**src/rtl/hb_pkg.sv**
```systemverilog
package hb_pkg;
  typedef enum logic [1:0] {
    MODE_COAST = 2'b00,
    MODE_REV   = 2'b01,
    MODE_FWD   = 2'b10,
    MODE_BRAKE = 2'b11
  } hb_mode_e;

  typedef enum logic [1:0] {
    LEG_OFF = 2'b00,
    LEG_HI  = 2'b01,
    LEG_LO  = 2'b10
  } leg_cmd_e;

  function automatic leg_cmd_e leg_cmd(hb_mode_e m, logic second);
    case (m)
      MODE_FWD:   return second ? LEG_LO : LEG_HI;
      MODE_REV:   return second ? LEG_HI : LEG_LO;
      MODE_BRAKE: return LEG_LO;
      default:    return LEG_OFF;
    endcase
  endfunction
endpackage

```
**src/rtl/hb_sync.sv**
```systemverilog
module hb_sync #(
  parameter int WIDTH = 3
) (
  input  logic             clk_i,
  input  logic             rst_ni,
  input  logic             clr_i,
  input  logic [WIDTH-1:0] d_i,
  output logic [WIDTH-1:0] q_o
);
  logic [WIDTH-1:0] s1_q, s2_q;

  always_ff @(posedge clk_i or negedge rst_ni) begin
    if (!rst_ni) begin
      s1_q <= '0;
      s2_q <= '0;
    end else if (clr_i) begin
      s1_q <= '0;
      s2_q <= '0;
    end else begin
      s1_q <= d_i;
      s2_q <= s1_q;
    end
  end

  assign q_o = s2_q;
endmodule

```
**src/rtl/hb_leg.sv**
```systemverilog
module hb_leg #(
  parameter int DEAD_CYC = 45
) (
  input  logic             clk_i,
  input  logic             rst_ni,
  input  logic             clr_i,
  input  hb_pkg::leg_cmd_e cmd_i,
  output logic             hi_o,
  output logic             lo_o
);
  import hb_pkg::*;
  localparam int DW = $clog2(DEAD_CYC + 1);

  logic          hi_q, lo_q;
  logic [DW-1:0] dcnt_q;
  logic          want_hi, want_lo;

  assign want_hi = (cmd_i == LEG_HI);
  assign want_lo = (cmd_i == LEG_LO);

  always_ff @(posedge clk_i or negedge rst_ni) begin
    if (!rst_ni) begin
      hi_q   <= 1'b0;
      lo_q   <= 1'b0;
      dcnt_q <= '0;
    end else if (clr_i) begin
      hi_q   <= 1'b0;
      lo_q   <= 1'b0;
      dcnt_q <= '0;
    end else if ((hi_q && !want_hi) || (lo_q && !want_lo)) begin
      hi_q   <= 1'b0;
      lo_q   <= 1'b0;
      dcnt_q <= '0;
    end else if (!hi_q && !lo_q) begin
      // both off: count the gap, then close the requested switch
      if (dcnt_q == DW'(DEAD_CYC)) begin
        hi_q <= want_hi;
        lo_q <= want_lo;
      end else begin
        dcnt_q <= dcnt_q + 1'b1;
      end
    end
  end

  assign hi_o = hi_q;
  assign lo_o = lo_q;

  a_r4_no_overlap: assert property (@(posedge clk_i) disable iff (!rst_ni)
    !(hi_q && lo_q));
  a_r4_gap_hi: assert property (@(posedge clk_i) disable iff (!rst_ni)
    $rose(hi_q) |-> (!$past(lo_q) && !$past(lo_q, 2)));
  a_r4_gap_lo: assert property (@(posedge clk_i) disable iff (!rst_ni)
    $rose(lo_q) |-> (!$past(hi_q) && !$past(hi_q, 2)));
endmodule

```
**src/rtl/hb_chop_ctrl.sv**
```systemverilog
module hb_chop_ctrl #(
  parameter int BLANK_CYC = 375,
  parameter int OFF_CYC   = 2000,
  parameter int WAKE_CYC  = 15500
) (
  input  logic             clk_i,
  input  logic             rst_ni,
  input  logic             sleep_i,
  input  hb_pkg::hb_mode_e mode_i,
  input  logic             trip_i,
  output hb_pkg::hb_mode_e target_o,
  output logic             wake_o,
  output logic             off_o
);
  import hb_pkg::*;
  localparam int CNT_MAX = (OFF_CYC > WAKE_CYC) ? OFF_CYC : WAKE_CYC;
  localparam int CW      = $clog2(CNT_MAX + 1);
  localparam int BW      = $clog2(BLANK_CYC + 1);

  typedef enum logic [1:0] {ST_WAKE, ST_RUN, ST_OFF} st_e;

  st_e           st_q;
  logic [CW-1:0] cnt_q;
  logic [BW-1:0] blank_q;
  hb_mode_e      mode_q;
  logic          drive, trip_take;

  assign drive     = (mode_i == MODE_FWD) || (mode_i == MODE_REV);
  assign trip_take = (st_q == ST_RUN) && drive && trip_i && (blank_q == BW'(BLANK_CYC));

  always_comb begin
    case (st_q)
      ST_WAKE: target_o = MODE_COAST;
      ST_OFF:  target_o = (mode_i == MODE_COAST) ? MODE_COAST : MODE_BRAKE;
      default: target_o = mode_i;
    endcase
  end

  always_ff @(posedge clk_i or negedge rst_ni) begin
    if (!rst_ni) begin
      st_q    <= ST_WAKE;
      cnt_q   <= '0;
      blank_q <= '0;
      mode_q  <= MODE_COAST;
    end else if (sleep_i) begin
      st_q    <= ST_WAKE;
      cnt_q   <= '0;
      blank_q <= '0;
      mode_q  <= MODE_COAST;
    end else begin
      mode_q <= mode_i;
      case (st_q)
        ST_WAKE: begin
          if (cnt_q == CW'(WAKE_CYC - 1)) begin
            st_q  <= ST_RUN;
            cnt_q <= '0;
          end else begin
            cnt_q <= cnt_q + 1'b1;
          end
        end
        ST_RUN: begin
          if (trip_take) begin
            st_q  <= ST_OFF;
            cnt_q <= '0;
          end
        end
        default: begin
          if (mode_i == MODE_COAST || cnt_q == CW'(OFF_CYC - 1)) begin
            st_q  <= ST_RUN;
            cnt_q <= '0;
          end else begin
            cnt_q <= cnt_q + 1'b1;
          end
        end
      endcase
      // blanking restarts on each new drive phase
      if (st_q != ST_RUN || !drive || mode_i != mode_q) blank_q <= '0;
      else if (blank_q != BW'(BLANK_CYC)) blank_q <= blank_q + 1'b1;
    end
  end

  assign wake_o = (st_q == ST_WAKE);
  assign off_o  = (st_q == ST_OFF);

  a_r6_off_bound: assert property (@(posedge clk_i) disable iff (!rst_ni)
    (st_q == ST_OFF) |-> (cnt_q < CW'(OFF_CYC)));
  a_r5_blank_done: assert property (@(posedge clk_i) disable iff (!rst_ni)
    (st_q == ST_OFF && $past(st_q) == ST_RUN) |-> ($past(blank_q) == BW'(BLANK_CYC)));
endmodule

```
**src/rtl/hbridge_chopper.sv**
```systemverilog
module hbridge_chopper #(
  parameter int DEAD_CYC  = 45,
  parameter int BLANK_CYC = 375,
  parameter int OFF_CYC   = 2000,
  parameter int WAKE_CYC  = 15500
) (
  input  logic clk_i,
  input  logic rst_ni,
  input  logic in_a_i,
  input  logic in_b_i,
  input  logic trip_i,
  input  logic sleep_i,
  output logic leg1_hi_o,
  output logic leg1_lo_o,
  output logic leg2_hi_o,
  output logic leg2_lo_o
);
  import hb_pkg::*;
  localparam int NLEG = 2;

  logic [2:0]      sync_q;
  hb_mode_e        mode_s, target;
  logic            wake_s, off_s;
  logic [NLEG-1:0] hi_w, lo_w;

  hb_sync #(.WIDTH(3)) u_sync (
    .clk_i  (clk_i),
    .rst_ni (rst_ni),
    .clr_i  (sleep_i),
    .d_i    ({in_a_i, in_b_i, trip_i}),
    .q_o    (sync_q)
  );

  assign mode_s = hb_mode_e'(sync_q[2:1]);

  hb_chop_ctrl #(
    .BLANK_CYC (BLANK_CYC),
    .OFF_CYC   (OFF_CYC),
    .WAKE_CYC  (WAKE_CYC)
  ) u_ctrl (
    .clk_i    (clk_i),
    .rst_ni   (rst_ni),
    .sleep_i  (sleep_i),
    .mode_i   (mode_s),
    .trip_i   (sync_q[0]),
    .target_o (target),
    .wake_o   (wake_s),
    .off_o    (off_s)
  );

  for (genvar g = 0; g < NLEG; g++) begin : g_leg
    leg_cmd_e cmd_w;
    assign cmd_w = leg_cmd(target, (g == 1));
    hb_leg #(.DEAD_CYC(DEAD_CYC)) u_leg (
      .clk_i  (clk_i),
      .rst_ni (rst_ni),
      .clr_i  (sleep_i),
      .cmd_i  (cmd_w),
      .hi_o   (hi_w[g]),
      .lo_o   (lo_w[g])
    );
  end

  assign leg1_hi_o = hi_w[0];
  assign leg1_lo_o = lo_w[0];
  assign leg2_hi_o = hi_w[1];
  assign leg2_lo_o = lo_w[1];

  a_r9_sleep_off: assert property (@(posedge clk_i) disable iff (!rst_ni)
    sleep_i |=> (hi_w == '0 && lo_w == '0));
  a_r10_wake_quiet: assert property (@(posedge clk_i) disable iff (!rst_ni)
    wake_s |-> (hi_w == '0 && lo_w == '0));
  a_r6_off_no_high: assert property (@(posedge clk_i) disable iff (!rst_ni)
    (off_s && $past(off_s)) |-> (hi_w == '0));
endmodule

```
**config.mk**
```make
export PLATFORM = sky130hd
export DESIGN_NAME = hbridge_chopper
export DESIGN_NICKNAME = d
export VERILOG_FILES = /design/src/rtl/hb_pkg.sv /design/src/rtl/hb_sync.sv /design/src/rtl/hb_leg.sv /design/src/rtl/hb_chop_ctrl.sv /design/src/rtl/hbridge_chopper.sv
export SDC_FILE = /design/constraint.sdc
export NUM_CORES = 1
export LEC_CHECK = 0
export BUFFER_PORTS_ARGS = -buffer_cell sky130_fd_sc_hd__buf_2
export CAP_MARGIN = 15
export CORE_ASPECT_RATIO = 1.25
export CORE_UTILIZATION = 32
export CTS_CLUSTER_DIAMETER = 200
export DETAILED_ROUTE_END_ITERATION = 10
export PLACE_DENSITY_LB_ADDON = 0.2
export SLEW_MARGIN = 30
export SYNTH_ARGS = -nofsm -noshare
export SYNTH_HDL_FRONTEND = slang
export SYNTH_SLANG_ARGS = --single-unit
```
**constraint.sdc**
```tcl
create_clock -name clk_i -period 4.1 [get_ports clk_i]
set_input_delay 0.205 -clock clk_i [delete_from_list [all_inputs] [get_ports clk_i]]
set_output_delay 0.205 -clock clk_i [all_outputs]
set_load 0.005 [all_outputs]
```
; ---- After elaboration in Yosys (flattened, before gate mapping)
; Index checks and enable logic that the tools add are counted.
[totals]
input_bits = 6
output_inout_bits = 4
reg_bits = 49
[op_classes]
add_sub_neg = 4
eq_ne = 23
n_mux = 44
n_reduce_logical = 39
[ops]
columns = operator, n
row1 = $mux 14, 4
row2 = $mux 6, 8
row3 = $pmux 14 s2, 1
row4 = $mux 9, 3
row5 = $mux 1, 16
row6 = $pmux 2 s2, 4
row7 = $reduce_bool 3->1, 5
row8 = $add 14x1->14 const B, 1
row9 = $eq 14x11->1 const B, 1
row10 = $eq 14x14->1 const B, 1
row11 = $add 6x1->6 const B, 2
row12 = $eq 2x2->1 const B, 6
row13 = $eq 6x6->1 const B, 2
row14 = $mux 2, 6
row15 = $eq 2x1->1 const B, 5
row16 = $add 9x1->9 const B, 1
row17 = $eq 9x9->1 const B, 1
row18 = $logic_and 1x1->1, 9
row19 = $logic_not 1->1, 9
row20 = $ne 3x2->1 const B, 3
row21 = $ne 9x9->1 const B, 1
row22 = $reduce_and 2->1, 4
row23 = $logic_or 1x1->1, 6
row24 = $mux 3, 2
row25 = other kinds (7), 9

; ---- Logic depth before layout (Yosys ltp)
; Gate-level depths: netlist of the first run.
[depth]
ltp_word = 12
mapped_depth = 7

; ---- Cells and area by module
; A second synthesis of the first run with hierarchy kept.
[hier_totals]
cells_unflattened = 258
hier_area_um2 = 2597.5
[by_module_without_submodules]
columns = mod, instances, seq_area_each_um2, area_each_um2, cells_each
row1 = hb_chop_ctrl, 1, 675.6, 1519.0, 154
row2 = hb_leg, 2, 200.2, 434.2, 44
row3 = hb_sync, 1, 150.1, 187.7, 12
row4 = hbridge_chopper, 1, 0.0, 22.5, 4

; ---- Worst setup path after synthesis of the first run
; Ideal clock, no wire load.
[synth_timing]
path_kind = register to register
start = register u_ctrl.cnt_q[0]
end = register u_ctrl.cnt_q[13]
stages_incl_launch_ff = 8
t_arrival_ps = 1532
slack_ps = 2486
synth_period_minus_slack_ps = 1614
setup_ps = 82
cell_sequence = dfrtp_1 -> ha_1 -> nand2b_1 -> nor4_4 -> nor4_2 -> buf_6 -> o21bai_2 -> a22oi_2
[synth_via]
elab_chain_cells = 5
[synth_rtl]
columns = element, line_no
row1 = from (decl), hb_chop_ctrl.sv:23  ; logic [CW-1:0] cnt_q;
row2 = from (signal assigned), hb_chop_ctrl.sv:58  ; cnt_q <= cnt_q + 1'b1;
row3 = from (signal assigned), hb_chop_ctrl.sv:72  ; cnt_q <= cnt_q + 1'b1;
row4 = "parallel branches: the longest is 3 deep, another holds $add 14x1->14", --
row5 = $pmux 14 s2 *, hb_chop_ctrl.sv:52  ; case (st_q)
row6 = $mux 14 *, hb_chop_ctrl.sv:45  ; end else if (sleep_i) begin
; Every way passes the cells marked *.
; A chain may end at the register's enable or synchronous reset.

; ---- Worst setup path after layout of the first run
[layout_timing]
start = register u_sync.s2_q[1] (netlist: u_sync.q_o[1])
end = register u_ctrl.cnt_q[13]
[layout_via]
elab_chain_cells = 6
[layout_rtl]
columns = element, line_no
row1 = from (decl), hb_sync.sv:10  ; logic [WIDTH-1:0] s1_q, s2_q;
row2 = from (signal assigned), hb_sync.sv:21  ; s2_q <= s1_q;
row3 = $eq 2x2->1 or $eq 2x1->1 (tied branches), hb_chop_ctrl.sv:28  ; assign drive = (mode_i == MODE_FWD) || (mode_i == MODE_REV);
row4 = $logic_or 1x1->1, hb_chop_ctrl.sv:28
row5 = $logic_and 1x1->1 (3 in series), hb_chop_ctrl.sv:29  ; assign trip_take = (st_q == ST_RUN) && drive && trip_i && (blank_q == BW'(BLANK_CYC));
row6 = $ne 3x2->1 (no source line), --
; Several ways; a longest one is shown, not always the timed one.

==> results by stage, run 1 <==
Route:
- The residual DRC count is 0.
- In this run the remaining antenna-violating nets after routing total 0.
- The average wire per cell in the routed design is 12.8 um.
- The first TritonRoute pass finished after 4 iterations.
- The wire length after detailed routing is 4900 um.
- The final route contains 1,876 vias.
- The iteration-0 DRC count of the detailed router is 57.
- In the routed layout, each cell is associated on average with a via count of 4.90.

Setup path:
- The endpoint class of the critical path is a flip-flop.
- The required time of the worst setup path is 4.33 ns.
- Setup slack on the worst reg-to-reg path comes out at 1.92 ns.
- STA puts the critical path data arrival time at 2.41 ns.
- STA classifies the critical path startpoint as a flip-flop.
- In this run the worst path has a maximum fanout of 12.
- By startpoint and endpoint, the worst setup path is classified as reg -> reg.

Global routing:
- The via count of the first global-routing pass is 1,847.
- The global-route total usage across every layer is 0.137.
- The number of antenna violations at the first check in global routing is 0.
- Global routing finished with a remaining overflow of 0.
- The maximum number of pins on one net before global-route repair is 50.
- The first-pass GRT wire length is 8930 um.

Yosys:
- The number of warnings reported in the yosys synthesis log is 0.
- Sorting the synthesized cells by area gives the leading types as sky130_fd_sc_hd__dfrtp_1 (47%), sky130_fd_sc_hd__nor2_1 (5.9%), sky130_fd_sc_hd__nand2_1 (4.5%).
- The number of nets produced by synthesis is 289.
- The commonest cells after synthesis are sky130_fd_sc_hd__dfrtp_1 (49), sky130_fd_sc_hd__nor2_1 (41), sky130_fd_sc_hd__nand2_1 (31).
- The synthesized instance count is 276.
- The fraction of registers with async set/reset is 1.00.
- In this run, synthesis produced a sequential element count of 49.
- In this run, distinct cell masters in the synthesized netlist total 46.
- In this run the cell area of the synthesized design comes to 2600 um2.
- The most used flip-flop cell after synthesis is sky130_fd_sc_hd__dfrtp_1.
- The synthesized design spends more area on one cell type than any other, namely sky130_fd_sc_hd__dfrtp_1.
- The share of the synthesized area in the top cell type is 0.471.
- The average instance in the mapped netlist occupies 9.43 um2.
- The dominant cell by count in the synthesized netlist is sky130_fd_sc_hd__dfrtp_1.
- The number of synthesized flops with an enable pin is 0.
- The share of the Yosys chip area taken by registers is 0.471.

STA:
- The clock skew is 0.0138 ns.
- Timing would allow up to 459 MHz.
- Of the available clock period, the critical path in the final layout requires 0.532.
- The final number of setup-violating endpoints is 0.
- The post-layout worst setup margin is 1.92 ns.
- Headroom to the max-slew limit came out at 0.400.
- Setup repair after global routing left no endpoint under its margin.
- The slew of the pin with the lowest slew margin is 0.896 ns.
- The number of pins exceeding their max-slew limit in the final report came to 0.
- The smallest hold slack is -0.0206 ns.
- Summed over all failing endpoints, the final setup total negative slack is 0 ns.
- The number of hold-slack violations in the final timing report is 11.
- The worst path in the final design needs a cycle of 2.18 ns, including I/O delays and setup.

Min path:
- The worst hold path belongs to the class in -> async.

Placement:
- The placer congestion estimate is 0.729.
- The count of buffers added on input and output ports is 9.
- Before CTS, the worst setup slack after placement is 1.92 ns.
- The half-perimeter wire length after placement is 3270 um.

CTS:
- The number of gates given a new drive strength after cts is 0.
- The clock root buffer is sky130_fd_sc_hd__clkbuf_8.
- The total clock buffers created by CTS is 5.
- The register clock-pin slew on the reported worst setup and hold paths is 0.10 ns.
- The number of H-tree levels is 2.
- The clock latency on the worst-skew pair is 0.31 ns.
- Counting every sink on the clock net gives 49.
- In this run the post-CTS setup repair buffer count came out at 0.
- The clock tree from TritonCTS is built.
- The quantity of hold-fixing buffers added after cts is 0.
- The maximum clock insertion buffer count is 2.

Run:
- Max-cap violations in this run came to 0.

Finish:
- The number of diodes is 0.
- The area of the multi-input gates is 1300 um2.
- Registers take 1230 um2.
- The final core utilization is 0.365.
- The layout overhead on the synthesized area is 9.80%.
- The number of fillers in the final layout is 824.
- For this run, the post-layout net count is 300.
- The layout cell share with drive strength beyond 1 is 0.101.

Floorplanning:
- The floorplan step defined a die boundary enclosing 8500 um2.
- The die is 82.7 um wide.
- The floorplan step defined a core boundary enclosing 7840 um2.
- The initial core utilization is 0.332.
- In this run the core area contains 36 standard-cell rows.
- The floorplan step set the die height to 103 um.
- Pin placement for this block handled 10 I/O pins.

Power and ir drop:
- The leakage power of the design is 1.19 nW.
- The largest voltage drop on the vdd net is 0.139 mV.
- The total power density per cell area is 339 nW/um2.
- The final total power is 0.000970 W.

Run status:
- The run finished, with violations left.
- The checks that failed: hold timing.
==> path summary, 6_finish.rpt <==
check / endpoint / cells after the start / start
worst max register to register: u_ctrl.cnt_q[13] / 6 / u_sync.q_o[1]
max in group asynchronous: u_ctrl.cnt_q[11] / 2 / rst_ni
worst min-delay path: g_leg[1].u_leg.dcnt_q[5] / 2 / rst_ni
min in group clk_i: u_sync.s1_q[0] / 2 / trip_i
worst min register to register: u_sync.q_o[1] / 1 / u_sync.s1_q[1]
worst max-delay path: u_ctrl.cnt_q[13] / 6 / u_sync.q_o[1]
==> layer usage <==
metal	GRT usage	wire (um)	vias up	part of all wire
li1	-	-	973	-
met1	0.187	2400	883	0.49
met2	0.214	2350	16	0.48
met3	0.0239	85	4	0.017
met4	0.0544	64	0	0.013
met5	0	0	-	0
==> worst max-delay path: stages (launching register included) <==
cell                       delay [ns]
sky130_fd_sc_hd__dfrtp_1         0.46
sky130_fd_sc_hd__inv_1           0.09
sky130_fd_sc_hd__ha_1            0.21
sky130_fd_sc_hd__nand2b_1        0.16
sky130_fd_sc_hd__nor3_2          0.73
sky130_fd_sc_hd__o21ai_0         0.22
sky130_fd_sc_hd__a22oi_2         0.23
==> layout by cell type, fill, tap and decap left out, types with 5 or more instances in the layout <==
cell	n
sky130_fd_sc_hd__clkbuf_8	5
sky130_fd_sc_hd__a21oi_1	9
sky130_fd_sc_hd__xor2_1	10
sky130_fd_sc_hd__o21ai_1	8
sky130_fd_sc_hd__buf_2	9
sky130_fd_sc_hd__nor2_1	41
sky130_fd_sc_hd__ha_1	7
sky130_fd_sc_hd__nand2_1	31
sky130_fd_sc_hd__nand4_1	10
sky130_fd_sc_hd__and3_1	5
sky130_fd_sc_hd__xnor2_1	9
sky130_fd_sc_hd__nand3_1	10
sky130_fd_sc_hd__nor2b_1	8
sky130_fd_sc_hd__and2_1	5
sky130_fd_sc_hd__inv_1	11
sky130_fd_sc_hd__o21ai_0	9
sky130_fd_sc_hd__nor3_1	10
sky130_fd_sc_hd__dfrtp_1	49
==> registers in the layout, indices dropped and copies added, names as in the netlist, 3 cells and up <==
name	count
u_ctrl.cnt_q	14
g_leg.u_leg.dcnt_q	12
u_ctrl.blank_q	9
u_sync.q_o	3
u_sync.s1_q	3
==> layout make-up <==
type                            count  area share
Clock buffer                        5      0.0241
Clock inverter                      3      0.0166
Inverter                           11      0.0144
Multi-Input combinational cell    210       0.456
Sequential cell                    49       0.429
Tap cell                           95      0.0416
Timing Repair Buffer               10      0.0184
==> logic make-up after synthesis <==
| kind of cell | after synthesis | share of synthesized area |
|---|---|---|
| XOR/XNOR | 19 | 0.0639 |
| AO/OA/AOI/OAI | 45 | 0.111 |
| buffers and inverters | 17 | 0.0317 |
| AND/OR/NAND/NOR | 138 | 0.285 |
| adder cells (fa/ha/maj) | 7 | 0.0336 |
| multiplexers | 1 | 0.00384 |
| flip-flops | 49 | 0.471 |
==> where the power goes <==
part	internal [W]	switching, W
Clock	0.000186	0.000177
Combinational	0.0000331	0.0000463
Sequential	0.000505	0.0000224
==> through the flow <==
stage,instances,instance area [um2]
4_1_cts,383,2860
5_1_grt,383,2860
3_3_place_gp,375,2730
3_5_place_dp,375,2740
2_1_floorplan,276,2600
6_report,383,2860
Power figures use the tool's default switching activity.
==> inputs of run 2 (changes only) <==
==> constraint.sdc (replaced) <==
create_clock -name clk_i -period 2.2 [get_ports clk_i]
set_input_delay 0.11 -clock clk_i [delete_from_list [all_inputs] [get_ports clk_i]]
set_output_delay 0.11 -clock clk_i [all_outputs]
set_load 0.005 [all_outputs]
==> run 2 against run 1 <==
The run now ends clean. Final area rose by 1.3%. Flip-flop and latch count unchanged. Clock skew shrank 0.0048 ns. Non-clock buffer count grew 6. Register-to-register slack got worse by 1.7 ns. Clock power rose by 58%. Largest power group unchanged. Core utilization up 0.48 points. Critical path type unchanged. Clock-buffer cell count increased by 1. Critical endpoint unchanged. Sequential power rose by 86%.
==> results by stage, run 2 (synthesis results as in run 1) <==
Run status:
- Outcome: complete, no violations (was finished with violations).

Finish:
- The number of flip-flops in the largest register is 14 (unchanged).
- The register with the highest flop count is u_ctrl.cnt_q (unchanged).
- Commonest cells after routing, fill and taps aside: sky130_fd_sc_hd__dfrtp_1 (49), sky130_fd_sc_hd__nor2_1 (41), sky130_fd_sc_hd__nand2_1 (31) (unchanged).
- The most frequent standard cell in the layout excluding fill and tap cells was sky130_fd_sc_hd__dfrtp_1 (unchanged).
- The final design instance area without fill is 2900 um2 (was 2860 um2).
- The final core utilization came to 0.370 (was 0.365).
- The final-stage net count is 306 (was 300).
- The layout overhead on the synthesized area is 11.2% (was 9.80%).
- The number of diodes is 0 (unchanged).
- The layout cell share with drive strength beyond 1 is 0.116 (was 0.101).
- Registers with the most flip-flops: u_ctrl.cnt_q x14, g_leg.u_leg.dcnt_q x12, u_ctrl.blank_q x9 (unchanged).

CTS:
- The total clock buffers created by CTS came to 5 (unchanged).
- The CTS sink count was 49 (unchanged).
- The clock latency on the worst-skew pair was 0.30 ns (was 0.31 ns).
- The buffer count from post-CTS setup fixing was 0 (unchanged).
- The maximum clock insertion buffer count is 2 (unchanged).
- The number of H-tree levels is 2 (unchanged).
- The register clock-pin slew on the reported worst setup and hold paths is 0.10 ns (about the same).
- The clock tree from TritonCTS is built (unchanged).
- The clock root buffer is sky130_fd_sc_hd__clkbuf_8 (unchanged).

Global routing:
- The maximum number of pins on one net before global-route repair is 19 (was 50).
- The via count of the first global-routing pass is 1,916 (was 1,847).
- The global-route total usage across every layer was 0.134 (was 0.137).
- The aggregate global routing overflow is 0 (unchanged).
- The first-pass GRT wire length came to 8690 um (was 8930 um).
- The number of antenna violations at the first check in global routing is 0 (unchanged).

Route:
- The remaining antenna violation count came to 0 (unchanged).
- The first-pass iteration count of the detailed router is 4 (unchanged).
- The routed via count came to 1,938 (was 1,876).
- The wire length after detailed routing is 4890 um (was 4900 um).
- The iteration-0 DRC count of the detailed router is 32 (was 57).
- The residual DRC count is 0 (unchanged).
- The average wire per cell in the routed design is 12.6 um (was 12.8 um).
- The mean number of vias per cell is 4.98 (was 4.90).

Setup path:
- The path type of the worst setup path is reg -> reg (unchanged).
- The startpoint of the lowest-slack register-to-register path is u_sync.q_o[1] (unchanged).
- The worst reg2reg path depth was 6 (unchanged).
- The flop-to-flop setup slack is 0.26 ns (was 1.92 ns).
- The endpoint class of the critical path was a flip-flop (unchanged).
- The peak fanout along the critical path was 12 (unchanged).
- The reg-to-reg critical path endpoint is u_ctrl.cnt_q[13] (unchanged).
- The required time of the worst setup path came to 2.42 ns (was 4.33 ns).
- The data arrival time at the worst-slack endpoint was 2.16 ns (was 2.41 ns).
- The startpoint type of the worst setup path is a flip-flop (unchanged).
- The timing startpoint of the critical path is u_sync.q_o[1] (unchanged).

STA:
- The fmax is 516 MHz (was 459 MHz).
- The slew of the pin with the lowest slew margin is 0.578 ns (was 0.896 ns).
- The final number of setup-violating endpoints was 0 (unchanged).
- Setup repair after global routing missed its margin: false (unchanged).
- The post-route minimum period is 1.94 ns (was 2.18 ns).
- The remaining max-slew budget at the tightest pin is 0.613 (was 0.400).
- The clock skew is 0.00895 ns (was 0.0138 ns).
- The number of pins exceeding their max-slew limit in the final report is 0 (unchanged).
- The number of hold-slack violations in the final timing report is 0 (was 11).
- The setup total negative slack is 0 ns (unchanged).
- The final clock period utilization by the worst path is 0.880 (was 0.532).

Floorplanning:
- The number of ports placed on the die boundary is 10 (unchanged).
- The die outline height is 103 um (unchanged).
- The width of the chip is 82.7 um (unchanged).
- The total die area is 8500 um2 (unchanged).
- The site row count is 36 (unchanged).
- The initial core utilization came to 0.332 (unchanged).
- The core area is 7840 um2 (unchanged).

Min path:
- The worst min-delay path endpoint is u_sync.s1_q[0].
- The worst hold path begins at trip_i.
- The instance count along the most critical hold path is 2.
- The kind of path behind the tightest hold check is in -> reg (was in -> async).

Power and ir drop:
- The largest voltage drop on the vdd net is 0.317 mV (was 0.139 mV).
- The leakage power of the design is 1.21 nW (was 1.19 nW).
- The total power density per cell area is 590 nW/um2 (was 339 nW/um2).

Placement:
- The half-perimeter wire length after placement is 3600 um (was 3270 um).
- The cell area after placement came to 2770 um2 (was 2740 um2).
- The number of port buffers is 9 (unchanged).
- The placer congestion estimate is 0.752 (was 0.729).

Run:
- The total of max-cap violations came to 0 (unchanged).
==> run 2: changes by cell type in the layout (fill, tap and decap cells not counted), sizes merged <==
cell and delta:
buf +5, dlygate4sd3 +1, inv -1, clkbuf +1
bufinv -1, clkinv +1
==> run 2: repair_timing <==
item | in CTS | in global routing
hold buffers | 1 | 0
endpoints found under the hold margin | 16 | 0
resized for setup | 0 | 2
endpoints found under the setup margin | 0 | 9
==> run 2: worst max path at each step <==
stage / to / slack, ns / cells past startpoint
5_1_grt: g_leg[0].u_leg.dcnt_q[1] / 0.02 / 7
3_3_place_gp: u_ctrl.cnt_q[13] / 0.11 / 6
6_report: u_ctrl.cnt_q[13] / 0.26 / 6
3_5_place_dp: u_ctrl.cnt_q[13] / 0.07 / 6
4_1_cts: u_ctrl.cnt_q[13] / 0.02 / 6
2_1_floorplan: u_ctrl.cnt_q[13] / 0.59 / 7
==> run 2: worst max-delay path: stages, from the launching register on <==
cell and delay (ns):
sky130_fd_sc_hd__dfrtp_1 0.45, sky130_fd_sc_hd__inv_1 0.08, sky130_fd_sc_hd__ha_1 0.21, sky130_fd_sc_hd__nand2b_1 0.19
sky130_fd_sc_hd__nor3_4 0.52, sky130_fd_sc_hd__o21ai_0 0.19, sky130_fd_sc_hd__a22oi_2 0.21
==> run 2: cell type report <==
class                           count  area (um2)
Multi-Input combinational cell    210        1310
Timing Repair Buffer               16         100
Inverter                           11        41.3
Tap cell                           95         119
Clock buffer                        6        82.6
Fill cell                         841        4940
Sequential cell                    49        1230
Clock inverter                      2        17.5
==> run 2: power by group <==
part,internal [W],switching (W)
Clock,0.000261,0.000312
Combinational,0.0000651,0.0000881
Sequential,0.000942,0.0000408
Total,0.00127,0.000441
==> run 2: stage by stage <==
stage / setup slack, ns / total power, W / hold WS, ns / std cells
global route: 0.0179 / 0.00180 / 0.00326 / 389
CTS: 0.0153 / 0.00175 / 0.00238 / 389
floorplan: 0.586 / 0.00110 / -0.186 / 276
detailed placement: 0.0652 / 0.00116 / 0.0663 / 380
finish: 0.263 / 0.00171 / 0.0149 / 389
global placement: 0.106 / 0.00115 / 0.0625 / 380
==> run 2: metal layers <==
metal / wire length [um] / global-route usage / vias to the layer above
li1: - / - / 992
met2: 2400 / 0.231 / 16
met4: 73 / 0.0517 / 0
met1: 2330 / 0.166 / 926
met5: 0 / 0 / -
met3: 80 / 0.0212 / 4
==> inputs of run 3 (changes only) <==
--- a/config.mk
+++ b/config.mk
@@ -11,6 +11,7 @@
 export CORE_UTILIZATION = 32
 export CTS_CLUSTER_DIAMETER = 200
 export DETAILED_ROUTE_END_ITERATION = 10
+export MAX_ROUTING_LAYER = met4
 export PLACE_DENSITY_LB_ADDON = 0.2
 export SLEW_MARGIN = 30
 export SYNTH_ARGS = -nofsm -noshare
==> constraint.sdc (replaced) <==
create_clock -name clk_i -period 2.2 [get_ports clk_i]
set_input_delay 0.44 -clock clk_i [delete_from_list [all_inputs] [get_ports clk_i]]
set_output_delay 0.44 -clock clk_i [all_outputs]
set_load 0.005 [all_outputs]
==> run 3 against run 2 <==
Final area grew 0.43%. Global-route usage is 0.49 points higher. Clock power down 8.4%. Routed wire length rose by 2.6%. Critical path type unchanged. Clock skew is 0.0021 ns higher. Largest cell class unchanged. Hold slack gained 0.046 ns.
==> results by stage, run 3 (synthesis results as in run 1) <==
STA:
- The post-layout worst setup margin came to 0.159 ns (was 0.263 ns).
- The post-route minimum period is 2.04 ns (was 1.94 ns).
- The clock skew was 0.0111 ns (was 0.00895 ns).
- The final number of setup-violating endpoints is 0 (unchanged).
- Setup repair after global routing missed its margin: false (unchanged).
- The number of hold-slack violations in the final timing report is 0 (unchanged).
- The number of pins exceeding their max-slew limit in the final report is 0 (unchanged).
- The fmax is 490 MHz (was 516 MHz).
- The final clock period utilization by the worst path is 0.928 (was 0.880).
- The slew of the pin with the lowest slew margin was 0.840 ns (was 0.578 ns).
- The remaining max-slew budget at the tightest pin is 0.435 (was 0.613).
- The setup total negative slack was 0 ns (unchanged).

CTS:
- The buffer count from post-CTS setup fixing came to 0 (unchanged).
- The total clock buffers created by CTS is 5 (unchanged).
- The clock latency on the worst-skew pair is 0.30 ns (about the same).
- The number of H-tree levels is 2 (unchanged).
- The clock tree from TritonCTS is built (unchanged).
- The clock root buffer is sky130_fd_sc_hd__clkbuf_8 (unchanged).
- The maximum clock insertion buffer count was 2 (unchanged).
- The quantity of hold-fixing buffers added after cts was 0 (was 1).
- The register clock-pin slew on the reported worst setup and hold paths came to 0.10 ns (about the same).
- The CTS sink count is 49 (unchanged).
- The number of gates given a new drive strength after cts is 0 (unchanged).

Route:
- The first-pass iteration count of the detailed router came to 4 (unchanged).
- The mean number of vias per cell is 4.94 (was 4.98).
- The wire length after detailed routing was 5020 um (was 4890 um).
- The average wire per cell in the routed design is 12.7 um (was 12.6 um).
- The routed via count came to 1,945 (was 1,938).
- The residual DRC count is 0 (unchanged).
- The remaining antenna violation count is 0 (unchanged).
- The iteration-0 DRC count of the detailed router came to 64 (was 32).

Power and ir drop:
- The relative contribution of sequential cells to total power is 0.580 (was 0.575).
- The internal portion of total power was 0.00124 W (was 0.00127 W).
- The clock power share came to 0.311 (was 0.335).
- The switching power of the nets was 0.000441 W (about the same).
- The leakage power of the design is 1.23 nW (was 1.21 nW).
- The total power density per cell area is 579 nW/um2 (was 590 nW/um2).
- The combinational share of power was 0.108 (was 0.090).
- The switching fraction of total power was 0.262 (was 0.258).
- The largest voltage drop on the vdd net was 0.318 mV (was 0.317 mV).

Finish:
- The final-stage net count is 312 (was 306).
- The number of fillers in the final layout is 804 (was 841).
- The layout overhead on the synthesized area is 11.7% (was 11.2%).
- The layout cell share with drive strength beyond 1 is 0.134 (was 0.116).
- The register with the highest flop count is u_ctrl.cnt_q (unchanged).
- The most frequent standard cell in the layout excluding fill and tap cells is sky130_fd_sc_hd__dfrtp_1 (unchanged).
- The number of diodes is 0 (unchanged).
- Commonest cells after routing, fill and taps aside: sky130_fd_sc_hd__dfrtp_1 (49), sky130_fd_sc_hd__nor2_1 (41), sky130_fd_sc_hd__nand2_1 (31) (unchanged).
- Registers with the most flip-flops: u_ctrl.cnt_q x14, g_leg.u_leg.dcnt_q x12, u_ctrl.blank_q x9 (unchanged).
- The number of flip-flops in the largest register is 14 (unchanged).

Setup path:
- The startpoint of the lowest-slack register-to-register path is u_ctrl.cnt_q[0] (was u_sync.q_o[1]).
- The required time of the worst setup path came to 2.42 ns (about the same).
- The reg-to-reg critical path endpoint is u_ctrl.cnt_q[13] (unchanged).
- The data arrival time at the worst-slack endpoint is 2.26 ns (was 2.16 ns).
- The path type of the worst setup path was reg -> reg (unchanged).
- The timing startpoint of the critical path is u_ctrl.cnt_q[0] (was u_sync.q_o[1]).
- The startpoint type of the worst setup path was a flip-flop (unchanged).
- The peak fanout along the critical path was 12 (unchanged).
- The endpoint class of the critical path is a flip-flop (unchanged).
- The worst reg2reg path depth is 7 (was 6).
- The flop-to-flop setup slack was 0.16 ns (was 0.26 ns).

Global routing:
- The maximum number of pins on one net before global-route repair is 20 (was 19).
- The aggregate global routing overflow is 0 (unchanged).
- The first-pass GRT wire length is 8740 um (was 8690 um).
- The via count of the first global-routing pass came to 1,837 (was 1,916).
- The number of antenna violations at the first check in global routing was 0 (unchanged).
- The global-route total usage across every layer came to 0.139 (was 0.134).

Run:
- The total of max-cap violations is 0 (unchanged).

Placement:
- The pre-CTS setup slack is 0.196 ns (was 0.0652 ns).
- The number of port buffers was 9 (unchanged).
- The half-perimeter wire length after placement is 3710 um (was 3600 um).
- The placer congestion estimate is 0.803 (was 0.752).

Run status:
- Outcome: complete, no violations (unchanged).

Floorplanning:
- The number of ports placed on the die boundary was 10 (unchanged).
- The initial core utilization is 0.332 (unchanged).
- The width of the chip is 82.7 um (unchanged).
- The core area is 7840 um2 (unchanged).
- The total die area came to 8500 um2 (unchanged).
- The site row count was 36 (unchanged).
- The die outline height is 103 um (unchanged).

Min path:
- The kind of path behind the tightest hold check is in -> async (was in -> reg).
==> run 3: changes by cell type in the layout (fill, tap and decap cells not counted), sizes merged <==
cell / before / now
dlygate4sd3: 1 / 0
clkbuf: 6 / 5
clkinvlp: 0 / 1
inv: 12 / 11
buf: 15 / 22
==> run 3: stage by stage <==
| stage | instances | hold slack, ns | total power [W] | instance area (um2) | utilization |
|---|---|---|---|---|---|
| 5_1_grt | 394 | 0.0837 | 0.00177 | 2910 | 0.371 |
| 4_1_cts | 394 | 0.0677 | 0.00172 | 2910 | 0.371 |
| 6_report | 394 | 0.0605 | 0.00169 | 2910 | 0.371 |
| 3_5_place_dp | 387 | 0.410 | 0.00118 | 2820 | 0.360 |
| 3_3_place_gp | 387 | 0.401 | 0.00118 | 2820 | 0.360 |
| 2_1_floorplan | 276 | 0.144 | 0.00110 | 2600 | - |
==> run 3: worst max-delay path: stages, from the launching register on <==
cell                      delay [ns]
sky130_fd_sc_hd__dfrtp_1        0.39
sky130_fd_sc_hd__ha_1           0.22
sky130_fd_sc_hd__buf_4          0.14
sky130_fd_sc_hd__nand2_1        0.10
sky130_fd_sc_hd__nor4_4         0.06
sky130_fd_sc_hd__nor3_2         0.62
sky130_fd_sc_hd__o21ai_0        0.22
sky130_fd_sc_hd__a22oi_2        0.22
==> run 3: final cells by class <==
cell class | count | area [um2] | area share
Tap cell | 95 | 119 | 0.0409
Clock inverter | 2 | 16.3 | 0.00559
Inverter | 11 | 41.3 | 0.0142
Clock buffer | 5 | 68.8 | 0.0237
Multi-Input combinational cell | 210 | 1290 | 0.445
Timing Repair Buffer | 22 | 143 | 0.0490
Sequential cell | 49 | 1230 | 0.422
==> run 3: worst max-delay path by stage <==
stage	end	slack, ns	depth (start not counted)
finish	u_ctrl.cnt_q[13]	0.16	7
global route	u_ctrl.cnt_q[13]	0.01	7
CTS	u_ctrl.cnt_q[13]	0.17	7
detailed placement	u_ctrl.cnt_q[13]	0.20	7
global placement	u_ctrl.cnt_q[13]	0.22	7
floorplan	u_ctrl.cnt_q[13]	0.59	7
==> run 3: power by group through the flow <==
stage	clock, W	sequential, W	combinational, W
2_1_floorplan	0	0.000991	0.000108
3_3_place_gp	0	0.000994	0.000185
3_5_place_dp	0	0.000995	0.000187
4_1_cts	0.000553	0.000978	0.000187
5_1_grt	0.000579	0.000986	0.000205
6_report	0.000525	0.000978	0.000182
==> run 3: layer usage <==
layer / global-route usage / vias to the layer above / part of all wire
li1: - / 1008 / -
met1: 0.182 / 904 / 0.47
met2: 0.221 / 25 / 0.49
met3: 0.0186 / 8 / 0.027
met4: 0.0438 / 0 / 0.014
met5: - / - / 0
